[config.mk]
export PLATFORM = sky130hd
export DESIGN_NAME = crc_serial
export DESIGN_NICKNAME = d
export VERILOG_FILES = /design/src/rtl/crc_serial.sv
export SDC_FILE = /design/constraint.sdc
export NUM_CORES = 1
export LEC_CHECK = 0
export ABC_AREA = 1
export CAP_MARGIN = 5
export CORE_AREA = 5 5 42 44
export CTS_CLUSTER_DIAMETER = 50
export DETAILED_ROUTE_END_ITERATION = 12
export DIE_AREA = 0 0 47 49
export PLACE_DENSITY = 0.34
export SLEW_MARGIN = 20
export SYNTH_ARGS = -nofsm -noshare
export SYNTH_HDL_FRONTEND = slang
export SYNTH_SLANG_ARGS = --single-unit
[constraint.sdc]
create_clock -name clk -period 1.9 [get_ports clk]
set_clock_uncertainty 0.1 [all_clocks]
set_input_delay 0.19 -clock clk [delete_from_list [all_inputs] [get_ports clk]]
set_output_delay 0.19 -clock clk [all_outputs]
set_load 0.005 [all_outputs]
[src/rtl/crc_serial.sv]
module crc_serial #(
  parameter int DEG = 3,
  parameter logic [DEG-1:0] POLY = 'h3
) (
  input  logic clk,
  input  logic rst_n,
  input  logic clr,
  input  logic emit,
  input  logic bit_in,
  input  logic bit_vld,
  output logic bit_out,
  output logic check_ok
);

  logic [DEG-1:0] rem;
  logic           fb;
  logic [DEG-1:0] shl;

  assign fb  = bit_in ^ rem[DEG-1];
  assign shl = {rem[DEG-2:0], 1'b0};

  always_ff @(posedge clk or negedge rst_n) begin
    if (!rst_n)       rem <= '0;
    else if (clr)     rem <= '0;
    else if (bit_vld) rem <= emit ? shl : (shl ^ (fb ? POLY : '0));
  end

  assign bit_out  = rem[DEG-1];
  assign check_ok = ~|rem;

endmodule

Word level (Yosys, flattened, before mapping)

Cells that the tools add are included.

Bits of input ports: 6
Flip-flop bits (word level): 3
Word-level logic and storage cells: 10
Output and inout port bits: 2

Mux-type cells: 4
Bitwise logic cells: 2
Reductions and logical operators: 3

Operator list:

| kind                       | number |
|---|---|
| 2-to-1 mux 3 bit           | 3 |
| OR reduction 3 bit         | 1 |
| bitwise XOR 3 x 2 -> 3 bit | 1 |
| 2-to-1 mux 2 bit           | 1 |
| nonzero test 2 bit         | 1 |
| zero test 1 bit            | 1 |
| bitwise XOR 1 bit          | 1 |

Logic depth before layout (Yosys ltp)

Gate-level depths: netlist (run 1).

Depth in word-level cells: 6
Gate-level depth with buffers: 6
Mapped depth without buffers: 6

Least setup slack after synthesis (run 1)

No wires, ideal clock.

Kind: register to register
Start point: register rem[2]
End point: register rem[1]
Period minus slack after synthesis: 0.926 ns
Path buffers: 0
Data arrival time: 0.709 ns
Data required time: 1.683 ns
Stages on the path, launching flop included: 7
Setup time: 0.117 ns
Setup slack: 0.974 ns
Cells stage by stage: dfrtp_1 -> inv_2 -> nand2_2 -> nand3_2 -> nand2_1 -> nand3_1 -> nand2_1

Word-level cells in the longest chain between the ends: 6

Ends and longest elaborated chain:

| item                          | line | text |
|---|---|---|
| start: declaration            | 15   | `logic [DEG-1:0] rem;` |
| start signal: assignment      | 25   | `else if (bit_vld) rem <= emit ? shl : (shl ^ (fb ? POLY : '0));` |
| bitwise XOR 1 bit             | 19   | `assign fb = bit_in ^ rem[DEG-1];` |
| 2-to-1 mux 2 bit              | 25   |  |
| bitwise XOR 3 x 2 -> 3 bit    | 25   |  |
| 2-to-1 mux 3 bit (2 in a row) | 25   |  |
| 2-to-1 mux 3 bit              | 24   | `else if (clr) rem <= '0;` |

Every way passes these cells. The select of a mux whose other input is x is not followed.
A chain may end at the register's enable or synchronous reset.

Worst setup path after layout (run 1)

Start point: register rem[2]
End point: output port check_ok

Word-level cells in the longest chain between the ends: 2

Ends and longest elaborated chain:

| item               | line | text |
|---|---|---|
| OR reduction 3 bit | 29   | `assign check_ok = ~\|rem;` |
| zero test 1 bit    | 29   |  |
| end: declaration   | 12   | `output logic check_ok` |

Every way passes these cells.

==> metrics.txt, run 1 <==
# TYPE chip_impl_metric gauge
chip_impl_metric{name="globalplace.congestion",unit=""} 0.725
chip_impl_info{name="layout_commonest_cell",value="clkdlybuf4s50_1"} 1
chip_impl_metric{name="vdd_ir_drop_max",unit="mV"} 0.221
chip_impl_metric{name="number_of_global_route_vias_before_repair",unit=""} 177
chip_impl_info{name="registers.top_by_ff_count",value="rem"} 1
chip_impl_metric{name="clockBufferDepth",unit=""} 2
chip_impl_metric{name="tritoncts_num_sinks",unit=""} 3
chip_impl_metric{name="via_count",unit=""} 174
chip_impl_info{name="hp-class",value="primary input to async pin"} 1
chip_impl_metric{name="num_rows",unit=""} 14
chip_impl_info{name="rsz0062_at_grt",value="false"} 1
chip_impl_metric{name="synth.net_count",unit=""} 30
chip_impl_metric{name="final_layout_size_suffix_gt1_share",unit="%"} 17.1
chip_impl_info{name="tritoncts_clock_tree",value="built"} 1
chip_impl_info{name="yosysTopAreaCell",value="dfrtp_1"} 1
chip_impl_metric{name="r2r_setup_slack",unit="ns"} 0.92
chip_impl_metric{name="slew_violations",unit=""} 0
chip_impl_metric{name="effective_utilization_at_floorplan",unit="%"} 12.4
chip_impl_metric{name="routed_vias_inst",unit=""} 3.41
chip_impl_metric{name="yosysTopAreaCellShare",unit="%"} 43.2
chip_impl_info{name="setup.worst_path.class",value="flip-flop to output pin"} 1
chip_impl_metric{name="residual_antenna_violating_net_count_after_detailed_routing",unit=""} 0
chip_impl_metric{name="drcViolationCount",unit=""} 0
chip_impl_info{name="layout_top_registers",value="rem: 3 flops"} 1
chip_impl_metric{name="finalSetupViolations",unit=""} 0
chip_impl_metric{name="pwr_density_cell",unit="nW/um^2"} 728
chip_impl_metric{name="synthesized_area_divided_by_synthesized_cell_count",unit="sq um"} 7.25
chip_impl_metric{name="cp_slowest_stage_delay",unit="ns"} 0.53
chip_impl_metric{name="fillerInstances",unit=""} 161
chip_impl_info{name="end_kind",value="output pin"} 1
chip_impl_metric{name="final_std_cells_w_o_fill",unit=""} 51
chip_impl_metric{name="max_cap_viol_count",unit=""} 0
chip_impl_metric{name="largest_net_degree_at_the_start_of_global_routing",unit=""} 5
chip_impl_metric{name="max_freq",unit="MHz"} 603
chip_impl_info{name="start_kind",value="flip-flop"} 1
chip_impl_metric{name="die_width",unit="um"} 47
chip_impl_metric{name="fin_tns_setup",unit="ns"} 0
chip_impl_metric{name="cts_setup_buffers",unit=""} 0
chip_impl_metric{name="critical_path_peak_fanout",unit=""} 4
chip_impl_metric{name="post-route-period-util",unit="%"} 87.2
chip_impl_metric{name="numPortBuffers",unit=""} 7
chip_impl_metric{name="congestion_overflow_gr",unit=""} 0
chip_impl_metric{name="drt_wl_total",unit="um"} 414
chip_impl_metric{name="clock_insertion_delay_worst_skew",unit="ns"} 0.23
chip_impl_metric{name="design.portCount",unit=""} 8
chip_impl_info{name="clock_tree.root_cell",value="clkbuf_4"} 1
chip_impl_metric{name="worst-endpoint-required",unit="ns"} 1.61
chip_impl_metric{name="syn-cell-area",unit="sq um"} 174
chip_impl_metric{name="final_net_count",unit=""} 42
chip_impl_info{name="synth.top_cells.by_area",value="dfrtp_1, inv_1, nand2_1"} 1
chip_impl_metric{name="firstDrtPassIters",unit=""} 2
chip_impl_metric{name="post_cts_hold_buffer_count",unit=""} 0
chip_impl_metric{name="floorplan.die_area",unit="sq um"} 2300
chip_impl_metric{name="worst_slew_margin_rel",unit="%"} 89.3
chip_impl_metric{name="drt-initial-drc-count",unit=""} 5
chip_impl_info{name="crit_slowest_cell",value="clkdlybuf4s50_1"} 1
chip_impl_metric{name="drt-wirelength-per-cell",unit="um"} 8.12
chip_impl_metric{name="synthToLayoutAreaGrowth",unit="%"} 66.9
chip_impl_metric{name="grt_use_total",unit="%"} 3.88
chip_impl_metric{name="fin_hold_ws",unit="ns"} 0.0415
chip_impl_metric{name="flip_flop_count_of_the_largest_register_all_copies_and_words_added",unit=""} 3
chip_impl_metric{name="synthesis.yosys.warnings",unit=""} 0
chip_impl_metric{name="ys_seq_area_share",unit="%"} 43.2
chip_impl_info{name="ordered_list_of_cells_on_the_worst_path",value="nor3_1 -> clkdlybuf4s50_1"} 1
chip_impl_metric{name="chipHeight",unit="um"} 49
chip_impl_info{name="layout.cells.most_common_list",value="clkdlybuf4s50_1, inv_1, nand2_1"} 1
chip_impl_metric{name="slew_at_the_pin_closest_to_its_max_slew_limit",unit="ns"} 0.159
chip_impl_metric{name="yosysUniqueCellTypes",unit=""} 11
chip_impl_metric{name="synth_cells",unit=""} 24
chip_impl_metric{name="post_cts_resized",unit=""} 0
chip_impl_metric{name="htreeDepth",unit=""} 1
chip_impl_metric{name="grt_first_pass_wirelength",unit="um"} 627
chip_impl_metric{name="timing.critical_path.arrival",unit="ns"} 1.37
chip_impl_metric{name="dp_cells",unit=""} 47
chip_impl_info{name="result_of_the_run",value="finished clean"} 1
chip_impl_metric{name="fp.coreArea",unit="sq um"} 1400
chip_impl_metric{name="number_of_clock_buffers_inserted_by_tritoncts",unit=""} 3
chip_impl_metric{name="antenna_found_initial",unit=""} 0
chip_impl_metric{name="ant_diodes",unit=""} 0
chip_impl_metric{name="clkTransAtPathRegs",unit="ns"} 0.04
chip_impl_metric{name="register_bit_count_reported_by_yosys",unit=""} 3
chip_impl_metric{name="post-dp-hpwl",unit="um"} 343
chip_impl_metric{name="p_leak",unit="nW"} 0.145
chip_impl_metric{name="final_hold_vios",unit=""} 0
chip_impl_metric{name="timing.final.crit_period",unit="ns"} 1.66
## layout make-up
| type | count | area, sq um | area share [%] |
|---|---|---|---|
| inverter | 7 | 26.3 | 9.05 |
| sequential | 3 | 75.1 | 25.9 |
| clock buffer | 4 | 26.3 | 9.05 |
| tap | 16 | 20.0 | 6.90 |
| timing repair buffer | 7 | 70.1 | 24.1 |
| multi-input combinational | 14 | 72.6 | 25.0 |
## critical path, delay by kind of cell, from the launching register on
family                 cells  cell delay (ns)
and+or+nand+nor            1             0.20
DFF                        1             0.40
buffers and inverters      1             0.53
## cell usage after synthesis
cell type and n:
nand4_1 1, nand3_2 1, o21ai_0 1, inv_1 6, nand2_1 5, dfrtp_1 3
nand3_1 3, inv_2 1, o22ai_1 1, nand2_2 1, nor3_1 1
## power by group
part           total (mW)  switching, mW  internal, mW
Sequential         0.0692        0.00230        0.0670
Clock               0.110         0.0317        0.0786
Combinational      0.0318         0.0130        0.0188
## routing by layer
layer  vias to the layer above  track usage [%]  part of all wire, %
li1                         98                -                    -
met1                        70             4.65                   49
met2                         6             4.98                   40
met3                         0             2.21                   10
met4                         0             2.76                    0
met5                         -                0                    0
## cells by family (layout without fill, tap and decap cells)
| kind of cell | count (synthesis) | in the layout | share of synthesized area [%] |
|---|---|---|---|
| AO/OA/AOI/OAI | 2 | 2 | 6.47 |
| buffers and inverters | 7 | 18 | 15.1 |
| flip-flops | 3 | 3 | 43.2 |
| AND/OR/NAND/NOR | 12 | 12 | 35.3 |
## final timing paths
check / cells past startpoint / from / endpoint
worst min register to register: 2 / rem[1]$_DFFE_PN0P_ / rem[1]$_DFFE_PN0P_
min in group clk: 2 / rem[1]$_DFFE_PN0P_ / rem[1]$_DFFE_PN0P_
worst max-delay path: 2 / rem[2]$_DFFE_PN0P_ / check_ok
max in group asynchronous: 1 / rst_n / rem[1]$_DFFE_PN0P_
worst max register to register: 4 / rem[2]$_DFFE_PN0P_ / rem[1]$_DFFE_PN0P_
worst min-delay path: 1 / rst_n / rem[2]$_DFFE_PN0P_
## metrics by stage
stage	power [mW]	worst slack, ns	util, %	cell area, sq um
2_1_floorplan	0.0821	0.974	-	174
3_3_place_gp	0.102	0.488	18.8	264
3_5_place_dp	0.102	0.490	18.8	264
4_1_cts	0.216	0.221	20.7	290
5_1_grt	0.223	0.188	20.7	290
6_report	0.211	0.243	20.7	290
No activity file was read; power rests on OpenSTA's default activity.
==> run 2: changes to the inputs <==
--- a/config.mk
+++ b/config.mk
@@ -13,3 +13,4 @@
 export DIE_AREA = 0 0 47 49
-export PLACE_DENSITY = 0.34
+export DONT_BUFFER_PORTS = 1
+export PLACE_DENSITY = 0.3
 export SLEW_MARGIN = 20
==> constraint.sdc (replaced) <==
create_clock -name clk -period 1.9 [get_ports clk]
set_clock_uncertainty 0.1 [all_clocks]
set_input_delay 0.38 -clock clk [delete_from_list [all_inputs] [get_ports clk]]
set_output_delay 0.38 -clock clk [all_outputs]
set_load 0.005 [all_outputs]
==> metrics.txt, run 2 (synthesized netlist as in run 1, its figures left out) <==
# TYPE chip_impl_metric gauge
chip_impl_metric{name="clockBufferDepth",unit=""} 2
chip_impl_info{name="setup.worst_path.class",value="flip-flop to output pin"} 1
chip_impl_metric{name="timing.critical_path.buf_inv",unit=""} 0
chip_impl_metric{name="timing.final.crit_period",unit="ns"} 1.40
chip_impl_metric{name="drcViolationCount",unit=""} 0
chip_impl_metric{name="post-route-period-util",unit="%"} 73.7
chip_impl_metric{name="grt_first_pass_wirelength",unit="um"} 745
chip_impl_metric{name="fp.coreArea",unit="sq um"} 1400
chip_impl_metric{name="effective_utilization_at_floorplan",unit="%"} 12.4
chip_impl_info{name="hp-class",value="primary input to flip-flop"} 1
chip_impl_metric{name="final_hold_vios",unit=""} 0
chip_impl_info{name="clock_tree.root_cell",value="clkbuf_4"} 1
chip_impl_metric{name="cts_setup_buffers",unit=""} 0
chip_impl_info{name="crit_slowest_cell",value="dfrtp_1"} 1
chip_impl_info{name="min-delay-start",value="bit_vld"} 1
chip_impl_metric{name="numPortBuffers",unit=""} 0
chip_impl_metric{name="vdd_ir_drop_max",unit="mV"} 0.156
chip_impl_info{name="layout.cells.most_common_list",value="inv_1, nand2_1, nand3_1, clkbuf_4, dfrtp_1"} 1
chip_impl_metric{name="post-dp-hpwl",unit="um"} 345
chip_impl_info{name="result_of_the_run",value="finished clean"} 1
chip_impl_metric{name="flip_flop_count_of_the_largest_register_all_copies_and_words_added",unit=""} 3
chip_impl_metric{name="slew_at_the_pin_closest_to_its_max_slew_limit",unit="ns"} 0.230
chip_impl_metric{name="worst-endpoint-required",unit="ns"} 1.42
chip_impl_metric{name="synthToLayoutAreaGrowth",unit="%"} 32.4
chip_impl_info{name="start_kind",value="flip-flop"} 1
chip_impl_metric{name="drt-initial-drc-count",unit=""} 3
chip_impl_metric{name="congestion_overflow_gr",unit=""} 0
chip_impl_metric{name="number_of_global_route_vias_before_repair",unit=""} 193
chip_impl_info{name="layout_commonest_cell",value="inv_1"} 1
chip_impl_metric{name="cp_slowest_stage_delay",unit="ns"} 0.42
chip_impl_metric{name="final_layout_size_suffix_gt1_share",unit="%"} 20.7
chip_impl_metric{name="largest_net_degree_at_the_start_of_global_routing",unit=""} 5
chip_impl_metric{name="max_cap_viol_count",unit=""} 0
chip_impl_metric{name="dp_cells",unit=""} 40
chip_impl_metric{name="fillerInstances",unit=""} 178
chip_impl_metric{name="ant_diodes",unit=""} 0
chip_impl_metric{name="num_rows",unit=""} 14
chip_impl_metric{name="number_of_clock_buffers_inserted_by_tritoncts",unit=""} 3
chip_impl_info{name="end_kind",value="output pin"} 1
chip_impl_info{name="rsz0062_at_grt",value="false"} 1
chip_impl_info{name="registers.top_by_ff_count",value="rem"} 1
chip_impl_metric{name="clock_insertion_delay_worst_skew",unit="ns"} 0.24
chip_impl_metric{name="tritoncts_num_sinks",unit=""} 3
chip_impl_metric{name="die_width",unit="um"} 47
chip_impl_metric{name="r2r_setup_slack",unit="ns"} 0.90
chip_impl_metric{name="residual_antenna_violating_net_count_after_detailed_routing",unit=""} 0
chip_impl_info{name="reg2reg_to",value="rem[1]$_DFFE_PN0P_"} 1
chip_impl_metric{name="final_std_cells_w_o_fill",unit=""} 45
chip_impl_info{name="layout_top_registers",value="rem: 3 flops"} 1
chip_impl_info{name="critical-path-top-delay-family",value="flip-flops"} 1
chip_impl_metric{name="routed_vias_inst",unit=""} 3.76
chip_impl_metric{name="floorplan.die_area",unit="sq um"} 2300
chip_impl_metric{name="fin_tns_setup",unit="ns"} 0
chip_impl_metric{name="timing.critical_path.arrival",unit="ns"} 0.92
chip_impl_metric{name="slew_violations",unit=""} 0
chip_impl_metric{name="finalSetupViolations",unit=""} 0
chip_impl_metric{name="post_cts_resized",unit=""} 0
chip_impl_metric{name="drt_wl_total",unit="um"} 409
chip_impl_metric{name="grt_use_total",unit="%"} 5.00
chip_impl_info{name="whs_endpoint",value="rem[2]$_DFFE_PN0P_"} 1
chip_impl_metric{name="via_count",unit=""} 169
chip_impl_metric{name="firstDrtPassIters",unit=""} 3
chip_impl_info{name="regToRegStartpoint",value="rem[2]$_DFFE_PN0P_"} 1
chip_impl_info{name="ordered_list_of_cells_on_the_worst_path",value="nor3_1"} 1
chip_impl_metric{name="pwr_density_cell",unit="nW/um^2"} 872
chip_impl_metric{name="globalplace.congestion",unit=""} 0.659
chip_impl_metric{name="design.portCount",unit=""} 8
chip_impl_metric{name="htreeDepth",unit=""} 1
chip_impl_metric{name="fin_total_pwr",unit="mW"} 0.201
chip_impl_metric{name="clkTransAtPathRegs",unit="ns"} 0.04
chip_impl_metric{name="critical_path_peak_fanout",unit=""} 4
chip_impl_metric{name="final_net_count",unit=""} 36
chip_impl_metric{name="antenna_found_initial",unit=""} 0
chip_impl_metric{name="p_leak",unit="nW"} 0.122
chip_impl_metric{name="worst_slew_margin_rel",unit="%"} 84.5
chip_impl_metric{name="r2r_cells",unit=""} 4
chip_impl_metric{name="worstHoldPathCells",unit=""} 2
chip_impl_info{name="tritoncts_clock_tree",value="built"} 1
chip_impl_metric{name="max_freq",unit="MHz"} 714
chip_impl_metric{name="chipHeight",unit="um"} 49
chip_impl_metric{name="drt-wirelength-per-cell",unit="um"} 9.09
## run 2: timing repair
action                                 in CTS  in global routing
setup endpoints to repair                   0                  0
hold buffers                                1                  0
endpoints found under the hold margin       3                  0
## run 2: worst max path at each step
stage                        from       end  slack, ns  cells after the start
6_report       rem[2]$_DFFE_PN0P_  check_ok       0.50                      1
5_1_grt        rem[2]$_DFFE_PN0P_  check_ok       0.44                      1
4_1_cts        rem[2]$_DFFE_PN0P_  check_ok       0.46                      1
3_5_place_dp   rem[2]$_DFFE_PN0P_  check_ok       0.72                      1
3_3_place_gp   rem[2]$_DFFE_PN0P_  check_ok       0.71                      1
2_1_floorplan  rem[2]$_DFFE_PN0P_  check_ok       0.79                      1
## run 2: stage by stage
step / hold WS [ns] / utilization, % / cell area [sq um] / worst slack (ns)
after global routing: 0.214 / 16.4 / 230 / 0.440
after floorplan: -0.0156 / - / 174 / 0.794
final: 0.218 / 16.4 / 230 / 0.500
after CTS: 0.212 / 16.4 / 230 / 0.464
after detailed placement: -0.0154 / 13.8 / 194 / 0.721
after global placement: -0.0155 / 13.8 / 194 / 0.715
## run 2: final cells by class
type	instances	area [sq um]	area share (%)
timing repair buffer	1	10.0	4.35
sequential	3	75.1	32.6
inverter	7	26.3	11.4
clock buffer	4	26.3	11.4
multi-input combinational	14	72.6	31.5
tap	16	20.0	8.70
## run 2: power by group
| part | leakage [nW] | switching (mW) | internal, mW |
|---|---|---|---|
| sequential | 0.0410 | 0.00263 | 0.0669 |
| clock | 0.0150 | 0.0355 | 0.0789 |
| combinational | 0.0660 | 0.0102 | 0.00667 |
## run 2: layer usage
| layer | vias to the layer above | part of all wire [%] | global-route usage, % |
|---|---|---|---|
| li1 | 87 | - | - |
| met1 | 75 | 41 | 4.41 |
| met2 | 7 | 49 | 6.79 |
| met3 | 0 | 10 | 3.32 |
| met4 | 0 | 0 | 5.53 |
| met5 | - | 0 | 0 |
==> run 3: changes to the inputs <==
- clock period: 1.9 -> 1.3 ns (I/O delays scaled with it)
==> metrics.txt, run 3 (synthesized netlist as in run 1, its figures left out) <==
# TYPE chip_impl_metric gauge
chip_impl_info{name="critical-path-top-delay-family",value="flip-flops"} 1
chip_impl_metric{name="routed_vias_inst",unit=""} 3.69
chip_impl_metric{name="grt_first_pass_wirelength",unit="um"} 765
chip_impl_metric{name="timing.critical_path.buf_inv",unit=""} 0
chip_impl_metric{name="final_net_count",unit=""} 36
chip_impl_metric{name="die_width",unit="um"} 47
chip_impl_info{name="tritoncts_clock_tree",value="built"} 1
chip_impl_metric{name="pwr_density_cell",unit="nW/um^2"} 1250
chip_impl_info{name="layout_top_registers",value="rem: 3 flops"} 1
chip_impl_metric{name="timing.final.crit_period",unit="ns"} 1.23
chip_impl_metric{name="r2r_cells",unit=""} 4
chip_impl_info{name="reg2reg_to",value="rem[1]$_DFFE_PN0P_"} 1
chip_impl_metric{name="utilization",unit="%"} 16.9
chip_impl_metric{name="number_of_clock_buffers_inserted_by_tritoncts",unit=""} 3
chip_impl_metric{name="globalplace.congestion",unit=""} 0.659
chip_impl_info{name="clock_tree.root_cell",value="clkbuf_4"} 1
chip_impl_metric{name="firstDrtPassIters",unit=""} 2
chip_impl_info{name="min-delay-start",value="bit_vld"} 1
chip_impl_info{name="whs_endpoint",value="rem[2]$_DFFE_PN0P_"} 1
chip_impl_metric{name="clkTransAtPathRegs",unit="ns"} 0.04
chip_impl_metric{name="number_of_global_route_vias_before_repair",unit=""} 195
chip_impl_metric{name="drt-wirelength-per-cell",unit="um"} 9.29
chip_impl_info{name="end_kind",value="output pin"} 1
chip_impl_metric{name="final_hold_vios",unit=""} 0
chip_impl_metric{name="design.portCount",unit=""} 8
chip_impl_info{name="layout_commonest_cell",value="inv_1"} 1
chip_impl_metric{name="cts_setup_buffers",unit=""} 0
chip_impl_metric{name="max_freq",unit="MHz"} 810
chip_impl_metric{name="fin_tns_setup",unit="ns"} 0
chip_impl_metric{name="congestion_overflow_gr",unit=""} 0
chip_impl_info{name="crit_slowest_cell",value="dfrtp_2"} 1
chip_impl_info{name="result_of_the_run",value="finished clean"} 1
chip_impl_metric{name="residual_antenna_violating_net_count_after_detailed_routing",unit=""} 0
chip_impl_metric{name="timing.critical_path.arrival",unit="ns"} 0.87
chip_impl_metric{name="ant_diodes",unit=""} 0
chip_impl_info{name="layout.cells.most_common_list",value="inv_1, nand2_1, nand3_1, clkbuf_4, dfrtp_1"} 1
chip_impl_metric{name="final_layout_size_suffix_gt1_share",unit="%"} 27.6
chip_impl_metric{name="vdd_ir_drop_max",unit="mV"} 0.229
chip_impl_metric{name="tritoncts_num_sinks",unit=""} 3
chip_impl_metric{name="htreeDepth",unit=""} 1
chip_impl_metric{name="clock_insertion_delay_worst_skew",unit="ns"} 0.24
chip_impl_metric{name="antenna_found_initial",unit=""} 0
chip_impl_metric{name="synthToLayoutAreaGrowth",unit="%"} 36.0
chip_impl_metric{name="flip_flop_count_of_the_largest_register_all_copies_and_words_added",unit=""} 3
chip_impl_metric{name="fin_total_pwr",unit="mW"} 0.296
chip_impl_metric{name="chipHeight",unit="um"} 49
chip_impl_metric{name="finalSetupViolations",unit=""} 0
chip_impl_metric{name="max_cap_viol_count",unit=""} 0
chip_impl_metric{name="effective_utilization_at_floorplan",unit="%"} 12.4
chip_impl_info{name="hp-class",value="primary input to flip-flop"} 1
chip_impl_metric{name="drt-initial-drc-count",unit=""} 2
chip_impl_metric{name="cp_slowest_stage_delay",unit="ns"} 0.43
chip_impl_metric{name="r2r_setup_slack",unit="ns"} 0.30
chip_impl_metric{name="via_count",unit=""} 166
chip_impl_metric{name="num_rows",unit=""} 14
chip_impl_info{name="rsz0062_at_grt",value="false"} 1
chip_impl_metric{name="worst-endpoint-required",unit="ns"} 0.94
chip_impl_metric{name="grt_use_total",unit="%"} 5.29
chip_impl_info{name="registers.top_by_ff_count",value="rem"} 1
chip_impl_metric{name="fp.coreArea",unit="sq um"} 1400
chip_impl_metric{name="numPortBuffers",unit=""} 0
chip_impl_metric{name="drt_wl_total",unit="um"} 418
chip_impl_metric{name="post-dp-hpwl",unit="um"} 345
chip_impl_metric{name="critical_path_peak_fanout",unit=""} 4
chip_impl_metric{name="slew_at_the_pin_closest_to_its_max_slew_limit",unit="ns"} 0.160
chip_impl_metric{name="worstHoldPathCells",unit=""} 2
chip_impl_metric{name="clockBufferDepth",unit=""} 2
chip_impl_info{name="setup.worst_path.class",value="flip-flop to output pin"} 1
chip_impl_info{name="start_kind",value="flip-flop"} 1
chip_impl_metric{name="largest_net_degree_at_the_start_of_global_routing",unit=""} 5
chip_impl_metric{name="post-route-period-util",unit="%"} 94.9
chip_impl_info{name="regToRegStartpoint",value="rem[2]$_DFFE_PN0P_"} 1
chip_impl_metric{name="slew_violations",unit=""} 0
chip_impl_metric{name="dp_cells",unit=""} 40
chip_impl_metric{name="final_std_cells_w_o_fill",unit=""} 45
chip_impl_metric{name="worst_slew_margin_rel",unit="%"} 89.3
chip_impl_info{name="ordered_list_of_cells_on_the_worst_path",value="nor3_2"} 1
chip_impl_metric{name="floorplan.die_area",unit="sq um"} 2300
chip_impl_metric{name="drcViolationCount",unit=""} 0
chip_impl_metric{name="p_leak",unit="nW"} 0.122
==> run 3: repair_timing <==
action / in CTS / in global routing
cloned: 0 / 0
hold buffers: 1 / 0
endpoints found under the setup margin: 1 / 1
endpoints found under the hold margin: 3 / 0
resized for setup: 1 / 1
==> run 3: worst reg2reg max path, delay by kind of cell (launching register included) <==
family	cells	cell delay, ns
DFF	1	0.43
and+or+nand+nor	4	0.36
==> run 3: worst max-delay path by stage <==
stage | startpoint | to | slack (ns) | depth (start not counted)
global route | rem[2]$_DFFE_PN0P_ | check_ok | 0.01 | 1
global placement | rem[2]$_DFFE_PN0P_ | check_ok | 0.23 | 1
detailed placement | rem[2]$_DFFE_PN0P_ | check_ok | 0.24 | 1
floorplan | rem[2]$_DFFE_PN0P_ | check_ok | 0.31 | 1
finish | rem[2]$_DFFE_PN0P_ | check_ok | 0.07 | 1
CTS | rem[2]$_DFFE_PN0P_ | check_ok | 0.02 | 1
==> run 3: power breakdown <==
| part | switching (mW) | internal (mW) |
|---|---|---|
| Combinational | 0.0149 | 0.0105 |
| Clock | 0.0531 | 0.115 |
| Sequential | 0.00452 | 0.0979 |
==> run 3: final cells by class <==
class                      instances  area [sq um]
fill                             178          1160
multi-input combinational         14          77.6
sequential                         3          76.3
clock buffer                       4          26.3
inverter                           7          26.3
tap                               16          20.0
timing repair buffer               1          10.0
==> run 3: routing by layer <==
layer  up-vias  GRT usage [%]  wire [um]
met5         -              0          0
met4         0           6.91          0
met3         0           3.32         37
met2         5           7.01        208
met1        74           4.41        172
li1         87              -          -
==> run 3: stage by stage <==
step,hold slack (ns),area [sq um],setup WS [ns]
CTS,0.0922,235,0.0217
floorplan,-0.136,174,0.314
global route,0.0856,236,0.0105
finish,0.0960,236,0.0658
detailed placement,-0.135,194,0.241
global placement,-0.135,194,0.235
